--- config.mk ---
export PLATFORM = sky130hd
export DESIGN_NAME = pair_fuse_detector
export DESIGN_NICKNAME = d
export VERILOG_FILES = /design/src/rtl/fuse_pkg.sv /design/src/rtl/fuse_field_decode.sv /design/src/rtl/fuse_skip_check.sv /design/src/rtl/fuse_match.sv /design/src/rtl/pair_fuse_detector.sv
export SDC_FILE = /design/constraint.sdc
export NUM_CORES = 1
export LEC_CHECK = 0
export ABC_AREA = 1
export BUFFER_PORTS_ARGS = -buffer_cell sky130_fd_sc_hd__buf_2
export CAP_MARGIN = 20
export CORE_UTILIZATION = 40
export CTS_CLUSTER_SIZE = 8
export DETAILED_ROUTE_END_ITERATION = 7
export GPL_TIMING_DRIVEN = 0
export PLACE_DENSITY = 0.72
export SETUP_SLACK_MARGIN = 0.3
export SYNTH_ARGS = -nofsm -noshare
export SYNTH_HDL_FRONTEND = slang
export SYNTH_SLANG_ARGS = --single-unit
--- constraint.sdc ---
create_clock -name clk -period 1.95 [get_ports clk]
set_clock_uncertainty 0.15 [all_clocks]
set_input_delay 0.39 -clock clk [delete_from_list [all_inputs] [get_ports clk]]
set_output_delay 0.39 -clock clk [all_outputs]
set_load 0.1 [all_outputs]
--- src/rtl/fuse_pkg.sv ---
// Shared constants and types for the pair fuser.
// Assumes 32-bit base-integer encodings with fields at their standard bit positions.
package fuse_pkg;
    localparam int ILEN = 32;
    localparam int RAW  = 5;

    localparam logic [6:0] OPC_OP     = 7'b0110011;
    localparam logic [6:0] OPC_OPIMM  = 7'b0010011;
    localparam logic [6:0] OPC_LUI    = 7'b0110111;
    localparam logic [6:0] OPC_BRANCH = 7'b1100011;
    localparam logic [6:0] OPC_JAL    = 7'b1101111;
    localparam logic [6:0] OPC_JALR   = 7'b1100111;

    typedef enum logic [1:0] {
        FK_NONE  = 2'b00,
        FK_CARRY = 2'b01,
        FK_SKIP  = 2'b10
    } fuse_kind_e;

    typedef struct packed {
        logic [6:0]     opc;
        logic [RAW-1:0] rd;
        logic [2:0]     f3;
        logic [RAW-1:0] rs1;
        logic [RAW-1:0] rs2;
        logic [6:0]     f7;
    } ifields_t;

    typedef struct packed {
        fuse_kind_e     kind;
        logic [RAW-1:0] rd;
        logic [RAW-1:0] rs1;
        logic [RAW-1:0] rs2;
        logic [RAW-1:0] rs3;
        logic [2:0]     cond;
    } fuse_res_t;
endpackage

--- src/rtl/fuse_field_decode.sv ---
// Splits one instruction word into its register-type fields.
// Assumes a 32-bit word; meaning depends on the opcode and is judged downstream.
module fuse_field_decode
    import fuse_pkg::*;
(
    input  logic [ILEN-1:0] word,
    output ifields_t        fld
);
    // Pure bit slicing of the standard field positions.
    always_comb begin
        fld.opc = word[6:0];
        fld.rd  = word[11:7];
        fld.f3  = word[14:12];
        fld.rs1 = word[19:15];
        fld.rs2 = word[24:20];
        fld.f7  = word[31:25];
    end
endmodule

--- src/rtl/fuse_skip_check.sv ---
// Decides whether a word's B-type immediate equals the skip distance.
// Assumes the caller has already checked that the word is a branch.
module fuse_skip_check
    import fuse_pkg::*;
#(
    parameter int SKIP_BYTES = 8
) (
    input  logic [ILEN-1:0] word,
    output logic            skip_hit
);
    localparam logic [12:0] SKIP_IMM = 13'(SKIP_BYTES);

    logic [12:0] imm_b;

    // Reassemble the scattered branch offset and compare to the skip distance.
    always_comb begin
        imm_b    = {word[31], word[7], word[30:25], word[11:8], 1'b0};
        skip_hit = (imm_b == SKIP_IMM);
    end
endmodule

--- src/rtl/fuse_match.sv ---
// Pattern matcher for the two fusible pairings, purely combinational.
// Assumes slot A is older than slot B and both are adjacent in program order.
module fuse_match
    import fuse_pkg::*;
(
    input  logic      pair_valid,
    input  ifields_t  fa,
    input  ifields_t  fb,
    input  logic      a_skip_hit,
    output fuse_res_t res
);
    logic a_sltu, b_add, hit1, hit2, carry_ok;
    logic a_cond_ok, b_body_ok, skip_ok;

    // Carry-add pairing: one destination, carry read exactly once.
    always_comb begin
        a_sltu   = (fa.opc == OPC_OP) && (fa.f3 == 3'b011) && (fa.f7 == 7'd0);
        b_add    = (fb.opc == OPC_OP) && (fb.f3 == 3'b000) && (fb.f7 == 7'd0);
        hit1     = (fb.rs1 == fa.rd);
        hit2     = (fb.rs2 == fa.rd);
        carry_ok = a_sltu && b_add && (fb.rd == fa.rd) && (fa.rd != '0) && (hit1 ^ hit2);
    end

    // Skip pairing: short forward branch over one register-writing instruction.
    always_comb begin
        a_cond_ok = (fa.opc == OPC_BRANCH) && (fa.f3 != 3'b010) && (fa.f3 != 3'b011);
        b_body_ok = ((fb.opc == OPC_OP) || (fb.opc == OPC_OPIMM) || (fb.opc == OPC_LUI))
                    && (fb.rd != '0);
        skip_ok   = a_cond_ok && a_skip_hit && b_body_ok;
    end

    // Select the fused fields; all-zero when no pairing applies.
    always_comb begin
        res = '0;
        if (pair_valid && carry_ok) begin
            res.kind = FK_CARRY;
            res.rd   = fa.rd;
            res.rs1  = fa.rs1;
            res.rs2  = fa.rs2;
            res.rs3  = hit1 ? fb.rs2 : fb.rs1;
        end else if (pair_valid && skip_ok) begin
            res.kind = FK_SKIP;
            res.rd   = fb.rd;
            res.rs1  = fa.rs1;
            res.rs2  = fa.rs2;
            res.cond = fa.f3;
        end
    end
endmodule

--- src/rtl/pair_fuse_detector.sv ---
// Decode-stage fuser: looks at two adjacent instruction words and registers
// a single fused operation when they form a carry-add or a skip-one pair.
// Assumes insn_b directly follows insn_a; results appear one edge after sampling.
module pair_fuse_detector
    import fuse_pkg::*;
#(
    parameter int SKIP_BYTES = 8
) (
    input  logic            clk,
    input  logic            rst_n,
    input  logic            pair_valid,
    input  logic [31:0]     insn_a,
    input  logic [31:0]     insn_b,
    output logic            fuse_valid,
    output logic            consume_two,
    output logic [1:0]      fuse_kind,
    output logic [4:0]      fuse_rd,
    output logic [4:0]      fuse_rs1,
    output logic [4:0]      fuse_rs2,
    output logic [4:0]      fuse_rs3,
    output logic [2:0]      cond_code,
    output logic [31:0]     body_word
);
    localparam int NSLOT = 2;

    logic [ILEN-1:0] slot_word [NSLOT];
    ifields_t        slot_fld  [NSLOT];
    logic            a_skip_hit;
    fuse_res_t       res_d;
    fuse_res_t       res_q;
    logic [ILEN-1:0] body_q;

    assign slot_word[0] = insn_a;
    assign slot_word[1] = insn_b;

    // One field decoder per slot.
    for (genvar g = 0; g < NSLOT; g++) begin : g_slot
        fuse_field_decode u_dec (
            .word (slot_word[g]),
            .fld  (slot_fld[g])
        );
    end

    fuse_skip_check #(.SKIP_BYTES(SKIP_BYTES)) u_skip (
        .word     (insn_a),
        .skip_hit (a_skip_hit)
    );

    fuse_match u_match (
        .pair_valid (pair_valid),
        .fa         (slot_fld[0]),
        .fb         (slot_fld[1]),
        .a_skip_hit (a_skip_hit),
        .res        (res_d)
    );

    // Output register: fused result plus the guarded body for the skip form.
    always_ff @(posedge clk) begin
        if (!rst_n) begin
            res_q  <= '0;
            body_q <= '0;
        end else begin
            res_q  <= res_d;
            body_q <= (res_d.kind == FK_SKIP) ? insn_b : '0;
        end
    end

    assign fuse_valid  = (res_q.kind != FK_NONE);
    assign consume_two = fuse_valid;
    assign fuse_kind   = res_q.kind;
    assign fuse_rd     = res_q.rd;
    assign fuse_rs1    = res_q.rs1;
    assign fuse_rs2    = res_q.rs2;
    assign fuse_rs3    = res_q.rs3;
    assign cond_code   = res_q.cond;
    assign body_word   = body_q;

    // Reset clears the result.
    p_reset_clear_r1: assert property (@(posedge clk) !rst_n |=> !fuse_valid && body_word == '0);

    // A fused destination is never x0.
    p_rd_nonzero_r4: assert property (@(posedge clk) disable iff (!rst_n)
        fuse_valid |-> fuse_rd != '0);

    // Carry form never reads its own destination as the addend.
    p_addend_distinct_r3: assert property (@(posedge clk) disable iff (!rst_n)
        fuse_kind == FK_CARRY |-> fuse_rs3 != fuse_rd);

    // The guarded body is never a control-transfer instruction.
    p_body_not_ctrl_r6: assert property (@(posedge clk) disable iff (!rst_n)
        fuse_kind == FK_SKIP |-> body_word[6:0] != OPC_BRANCH && body_word[6:0] != OPC_JAL
                                 && body_word[6:0] != OPC_JALR);

    // Idle outputs are fully zero.
    p_idle_zero_r7: assert property (@(posedge clk) disable iff (!rst_n)
        !fuse_valid |-> fuse_rd == '0 && fuse_rs3 == '0 && cond_code == '0 && body_word == '0);

    // An invalid sample never yields a fusion.
    p_gate_r8: assert property (@(posedge clk) disable iff (!rst_n)
        $past(rst_n) && !$past(pair_valid) |-> !fuse_valid);
endmodule

==> results of run 1 <==
[critical path: stages (launching register included)]
cell and delay (ns):
dfxtp_4 0.34, or2_4 0.26, buf_8 0.12, buf_12 0.15
[metal layers]
layer / track usage, % / vias to the layer above / routed length, µm
met5: 0 / - / 0
met4: 7.64 / 0 / 48
met3: 4.57 / 4 / 295
met2: 36.6 / 75 / 3160
met1: 23.4 / 1047 / 2750
li1: - / 1291 / -
[cells by family (layout without fill, tap and decap cells)]
group / Yosys count / count (layout) / synth area share (%)
other: 1 / 2 / 0.157
DFF: 57 / 57 / 47.6
AOI/OAI and AO/OA: 6 / 6 / 1.25
buffers and inverters: 70 / 218 / 12.2
and+or+nand+nor: 200 / 200 / 37.7
xor gates and xnor gates: 3 / 3 / 1.10
[metrics by stage]
step | setup WS, ns | TNS [ns] | util [%] | area (µm²) | hold WS [ns]
2_1_floorplan | 0.259 | 0 | - | 2480 | 0.343
3_3_place_gp | -0.151 | -2.59 | 56.7 | 3200 | 0.465
3_5_place_dp | -0.157 | -3.04 | 56.7 | 3200 | 0.467
4_1_cts | 0.207 | 0 | 62.4 | 3520 | 0.116
5_1_grt | 0.183 | 0 | 64.2 | 3620 | 0.116
6_report | 0.224 | 0 | 64.2 | 3620 | 0.128
[cells in the mapped netlist]
library cell	count	area, µm²
nor2_2	5	31.3
nand3_1	17	85.1
nor3_1	5	25.0
clkbuf_1	3	11.3
nand3_2	2	20.0
nor3b_1	2	15.0
buf_2	1	5.00
xnor2_1	3	26.3
buf_12	1	20.0
nor2_4	6	67.6
nor2_1	65	244
dfxtp_1	57	1140
nand2b_1	1	6.26
o21ai_0	6	30.0
buf_4	1	7.51
buf_6	1	11.3
nand4_1	5	31.3
nand2_1	84	315
inv_1	56	210
nand3b_1	6	45.0
inv_2	7	26.3
nand2_4	1	11.3
or2_2	1	6.26
conb_1	1	3.75
[area by class of cell]
cell class / count / area (µm²) / area share, %
plain buffers: 7 / 72.6 / 2.00
clock buffers: 13 / 159 / 4.39
clock inverters: 3 / 40.0 / 1.10
inverters: 63 / 259 / 7.15
multi-input cells: 211 / 1070 / 29.6
flip-flops and latches: 57 / 1150 / 31.7
well taps: 72 / 90.1 / 2.49
repair buffers: 132 / 781 / 21.5
[cells in the final DEF (no fill, tap or decap), types with 3 or more instances in the layout]
cell type and instances:
nand4_1 5, nor2_2 11, buf_2 112, nand2_1 81, inv_1 48, clkbuf_1 5
nor3_1 3, nor2_4 10, nor2_1 55, buf_8 4, nand2_2 3, inv_2 11
buf_6 7, nand3_1 15, o21ai_0 6, nand3_2 3, nand3b_1 6, dfxtp_1 55
clkbuf_8 11, buf_4 9
[worst paths after layout]
kind / from / depth (start not counted) / slack (ns) / end
worst max-delay path: fuse_kind[0] / 3 / 0.22 / fuse_valid
worst min-delay path: insn_a[20] / 3 / 0.13 / fuse_rs2[0]
[where the power goes]
part / switching, W / total (W) / leakage (nW) / internal [W]
Clock: 0.000430 / 0.00109 / 0.103 / 0.000656
Combinational: 0.000161 / 0.000274 / 1.50 / 0.000113
Sequential: 0.000000412 / 0.00116 / 0.461 / 0.00116
Total: 0.000591 / 0.00252 / 2.06 / 0.00193
[registers in the layout, indices dropped and copies added, names as in the netlist]
name       flops
body_word     32
fuse_rd        5
fuse_rs1       5
fuse_rs2       5
fuse_rs3       5
cond_code      3
fuse_kind      2
[what timing repair did]
| action | 4_1_cts | 5_1_grt |
|---|---|---|
| hold buffers | 0 | 0 |
| endpoints found under the hold margin | 0 | 0 |
| cloned | 1 | 0 |
| gates resized for setup | 18 | 31 |
| setup endpoints to repair | 32 | 54 |
| buffers inserted | 6 | 0 |
| pin swaps | 11 | 12 |
==> impl.org, run 1 <==
** Layout
- Area growth from synthesis to final layout :: 51.2%
- Layout fillers :: between 500 and 600
- The finished layout holds 558 standard cells, fillers aside.
- The repair_antennas step left the layout with diodes totalling 0.
- The post-route netlist has between 40 and 50% of its cells at a drive strength greater than 1.
- At the end of the flow, the number of nets in the layout was 548.

** Job
- Across the run, the number of max-cap violations was 0.

** STA
- Hold Violations, Final :: 0
- After layout, the worst path uses 88.5% of the clock period.
- Static timing analysis puts the maximum clock frequency at between 0.5 and 0.6 GHz.
- The final-report max-slew violation count is 0.
- Count of endpoints failing setup in the final report :: 0
- Post-layout minimum cycle time :: ~1.7 ns
- Setup repair after global routing missed its margin :: yes

** Setup path
- Classification of the worst setup path :: reg -> out
- Along the worst path, the maximum fanout reaches 2.
- At the worst endpoint, the arrival time is roughly 1.2 ns.
- The worst setup path is launched from a flop.
- Data required time at the worst endpoint :: roughly 1.4 ns
- CP Capture Type :: output port

** Run status
- The run finished with clean final reports.

** Clock tree
- Number of buffers on the longest clock path :: 2
- After clock tree synthesis, the clock-pin slew on the worst setup and hold paths is about 0.060 ns.
- TritonCTS built the clock tree.
- Number of levels in the clock H-tree :: 3
- Total number of clock tree sinks :: 57
- Root cell of the clock tree :: clkbuf_8
- Number of clock buffers inserted by TritonCTS :: 9

** Floorplanning
- For this configuration, the core starts out at a cell density of a little over two fifths.
- Total Die Area :: 6300 µm²
- Number of core rows :: 27
- Die Wd :: approximately 80 µm
- Area of the core :: 5640 µm²
- The die is ~79 µm tall.
- # IOs :: approximately 130

** Routing
- After detailed routing, the average wire length per cell comes to between 10 and 15 µm.
- Total via count after detailed routing :: 2417
- The count of nets left with antenna violations once routing finished came out at 0.
- For this block, the initial DRC count from the detailed router was between 50 and 60.
- After detailed routing, the total wire length is between 6000 and 7000 µm.
- Before antenna repair, the detailed router went through 4 iterations.
- In the routed design, unresolved DRC markers number 0.
- After detailed routing, the number of vias per cell comes to 4.33.

** Yosys
- Distinct cells, synth :: 24
- The cell count after synthesis came out at about 340.
- Netlist area before placement :: between 2000 and 2500 µm²
- Average cell area after synthesis :: 7.11 µm²
- After synthesis the netlist holds a flip-flop and latch count of between 50 and 60.
- During synthesis, Yosys emitted a total of 0 warnings.
- Of the synthesized area, sequential elements account for 47.6%.

** Pwr
- Leakage power :: approximately 2.1 nW
- Worst supply voltage drop on vdd :: roughly 0.48 mV
- Power density cells :: 697 nW/µm²
- Overall power consumption after layout is estimated at roughly 0.0025 W.

** Global route
- Global routing used slightly above 20% of the available tracks.
- Global-route wire length before repair :: 9780 µm
- Final global-route overflow total :: 0
- The via count of the first global-routing pass came to 2286.
- Number of antenna violations at the first check in global routing :: 0
- Pin count of the biggest net entering global routing :: 11

** Placed design
- Placed cell count :: roughly 540
- In this run the tool buffered the top-level ports with 125 buffer cells.
- Placer's final routability congestion estimate :: between 0.8 and 0.9
- Summed over all nets, the half-perimeter wirelength after detailed placement is 4740 µm.

** Hold path
- The path class of the tightest hold or removal check is in -> reg.
(Power assumes the default switching activity.)
==> run 2, diff against run 1 <==
--- a/config.mk
+++ b/config.mk
@@ -13,7 +13,6 @@
 export DETAILED_ROUTE_END_ITERATION = 7
 export GPL_TIMING_DRIVEN = 0
 export PLACE_DENSITY = 0.72
-export SETUP_SLACK_MARGIN = 0.3
 export SYNTH_ARGS = -nofsm -noshare
 export SYNTH_HDL_FRONTEND = slang
 export SYNTH_SLANG_ARGS = --single-unit
==> impl.org, run 2 (synthesis results as in run 1) <==
** STA
- For the finished layout, the period the worst path requires is around 1.8 ns.
- Setup violations remaining at the end of the flow were counted as 0.
- The final-report max-slew violation count was 0.
- Setup repair after global routing missed its margin :: no
- Period Utilization, post-route :: 94.6%
- For this run, the top clock speed supported by timing is ~0.54 GHz.
- The count of endpoints failing hold in the final timing report came to 0.

** Routing
- Using the TritonRoute via totals, the vias-per-cell ratio works out to 4.31.
- The pre-antenna-repair detailed-routing pass consisted of 4 iterations.
- Detail-routed net length per standard cell :: about 11 µm
- After detailed routing, the number of remaining DRC violations is 0.
- Violation count after the first detailed-route iteration :: around 110
- Final wirelength :: about 6000 µm
- Number of nets still failing antenna checks after routing :: 0
- Total via count after detailed routing :: approximately 2400

** Placed design
- In this run the tool buffered the top-level ports with ~130 buffer cells.
- Routability-driven placement finished with a final weighted congestion of about 0.85.
- The HPWL after detailed placement is approximately 4700 µm.

** Setup path
- Together, buffers and inverters on the worst path number 2.
- Chain of cells forming the critical path :: or2_4 -> buf_4 -> buf_2
- Endpoint arrival time on the critical path :: approximately 1.3 ns
- Biggest fanout along the worst timing path :: 2
- Data required time at the worst endpoint :: about 1.4 ns
- The worst setup path is launched from a flop.
- Cell family contributing the most delay on the critical path :: buffers and inverters
- Standard cell with the maximum stage delay on the critical path :: dfxtp_4
- The critical path is of the reg -> out type.
- Crit-path max cell delay :: approximately 0.34 ns
- CP Capture Type :: output port

** Pwr
- Power density cells :: a little under 800 nW/µm²
- The worst-case IR drop observed on VDD is ~0.49 mV.
- Post-route total power :: 0.00264 W
- Summed over all cells, the static leakage comes to between 1.5 and 2 nW.

** Run status
- The flow ran to the end, and the final reports show no timing, DRC or antenna violations.

** Clock tree
- TritonCTS built the clock tree.
- Number of levels in the clock H-tree :: 3
- Number of clock buffers inserted by TritonCTS :: 9
- The tree is rooted in a clkbuf_8.
- After clock tree synthesis, the clock-pin slew on the worst setup and hold paths is 0.06 ns.
- The clock drives 57 sinks.
- Setup bufs post-CTS :: 0
- Number of buffers on the longest clock path :: 2

** Global route
- Final global-route overflow total :: 0
- Number of antenna violations at the first check in global routing :: 0
- Global routing used between 20 and 25% of the available tracks.
- The first global-routing pass estimated 9360 µm of wire.
- The via count of the first global-routing pass was 2183.
- Pin count of the biggest net entering global routing :: 11

** Job
- Max-cap violation count :: 0

** Layout
- Leaving out fill and tap cells, the most frequent cell in the layout is buf_2.
- After filler insertion, the fill cell instance count of the layout stands at between 500 and 600.
- The register with the most flip-flops in the layout has 32 of them.
- For this run, the share of the core covered by cells in the final layout is between 50% and 60%.
- Area growth from synthesis to final layout :: 39.8%
- Of the cells placed in the final design, the portion with a size suffix greater than 1 is between 30% and 40%.
- In the layout the commonest cells are buf_2, nand2_1, nor2_1.
- In the final design database the tool counted approximately 540 nets.
- Antenna diodes :: 0

** Hold path
- Number of cells on the worst hold path :: 3
- In this run the worst hold path is classified as in -> reg.
- Hold wc startpoint :: insn_a[19]
- Worst Hold Path EP :: fuse_rs1[4]

** Floorplanning
- Starting density of the core :: a little over two fifths
- Area of the core :: between 5000 and 6000 µm²
- In this run the horizontal extent of the chip is around 79 µm.
- Die Ht :: ~79 µm
- The die covers 6300 µm².
- In this run the count of I/O pins placed on the die edge is around 130.
- Number of core rows :: 27
run 2: cell types whose count changed in the layout (fill, tap and decap cells not counted), sizes merged:
cell    delta
clkinv     -2
buf        -6
bufinv     +1
run 2: worst min-delay path: stages:
cell	delay, ns
buf_2	0.09
nand2_1	0.04
nor2_1	0.03
run 2: final cells by class:
type / instances / area [µm²] / share of cell area (%)
clock inverter: 2 / 60.1 / 1.79
sequential: 57 / 1150 / 34.2
inverter: 63 / 236 / 7.06
timing repair buffer: 125 / 626 / 18.7
tap: 72 / 90.1 / 2.69
multi-input combinational: 211 / 975 / 29.1
buffer: 7 / 55.1 / 1.64
clock buffer: 14 / 163 / 4.85
run 2: power breakdown:
part | total, W | switching [W] | internal, W | leakage [nW]
clock network | 0.00124 | 0.000451 | 0.000792 | 0.111
registers | 0.00117 | 0.000000424 | 0.00117 | 0.461
logic | 0.000235 | 0.000144 | 0.0000912 | 1.42
total | 0.00264 | 0.000596 | 0.00205 | 1.99
run 2: stage by stage:
stage	cell area [µm²]	setup slack [ns]	cells	TNS, ns	hold slack [ns]
after floorplan	2410	0.00322	338	0	0.352
after global placement	3120	-0.174	535	-3.16	0.461
after detailed placement	3120	-0.199	535	-4.51	0.468
after CTS	3350	0.0875	551	0	0.110
after global routing	3350	0.0331	551	0	0.109
final	3350	0.105	551	0	0.119
run 2: repair_timing:
item | 4_1_cts | 5_1_grt
gates resized for setup | 0 | 1
hold buffers | 0 | 0
setup endpoints to repair | 0 | 8
run 2: routing by layer:
layer  vias to the layer above  global-route usage, %  wire (µm)
li1                       1268                      -          -
met1                      1000                   23.3       2680
met2                        95                   32.6       2800
met3                        10                   6.29        398
met4                         0                   11.5        116
met5                         -                      0          0
run 2: worst max-delay path by stage:
stage	startpoint	to	depth (start not counted)
final	fuse_kind[1]	fuse_valid	3
after global routing	insn_a[8]	fuse_kind[1]	14
after CTS	fuse_kind[1]	fuse_valid	3
after detailed placement	insn_a[7]	cond_code[2]	10
after global placement	insn_a[7]	body_word[2]	10
after floorplan	fuse_kind[0]	fuse_valid	2
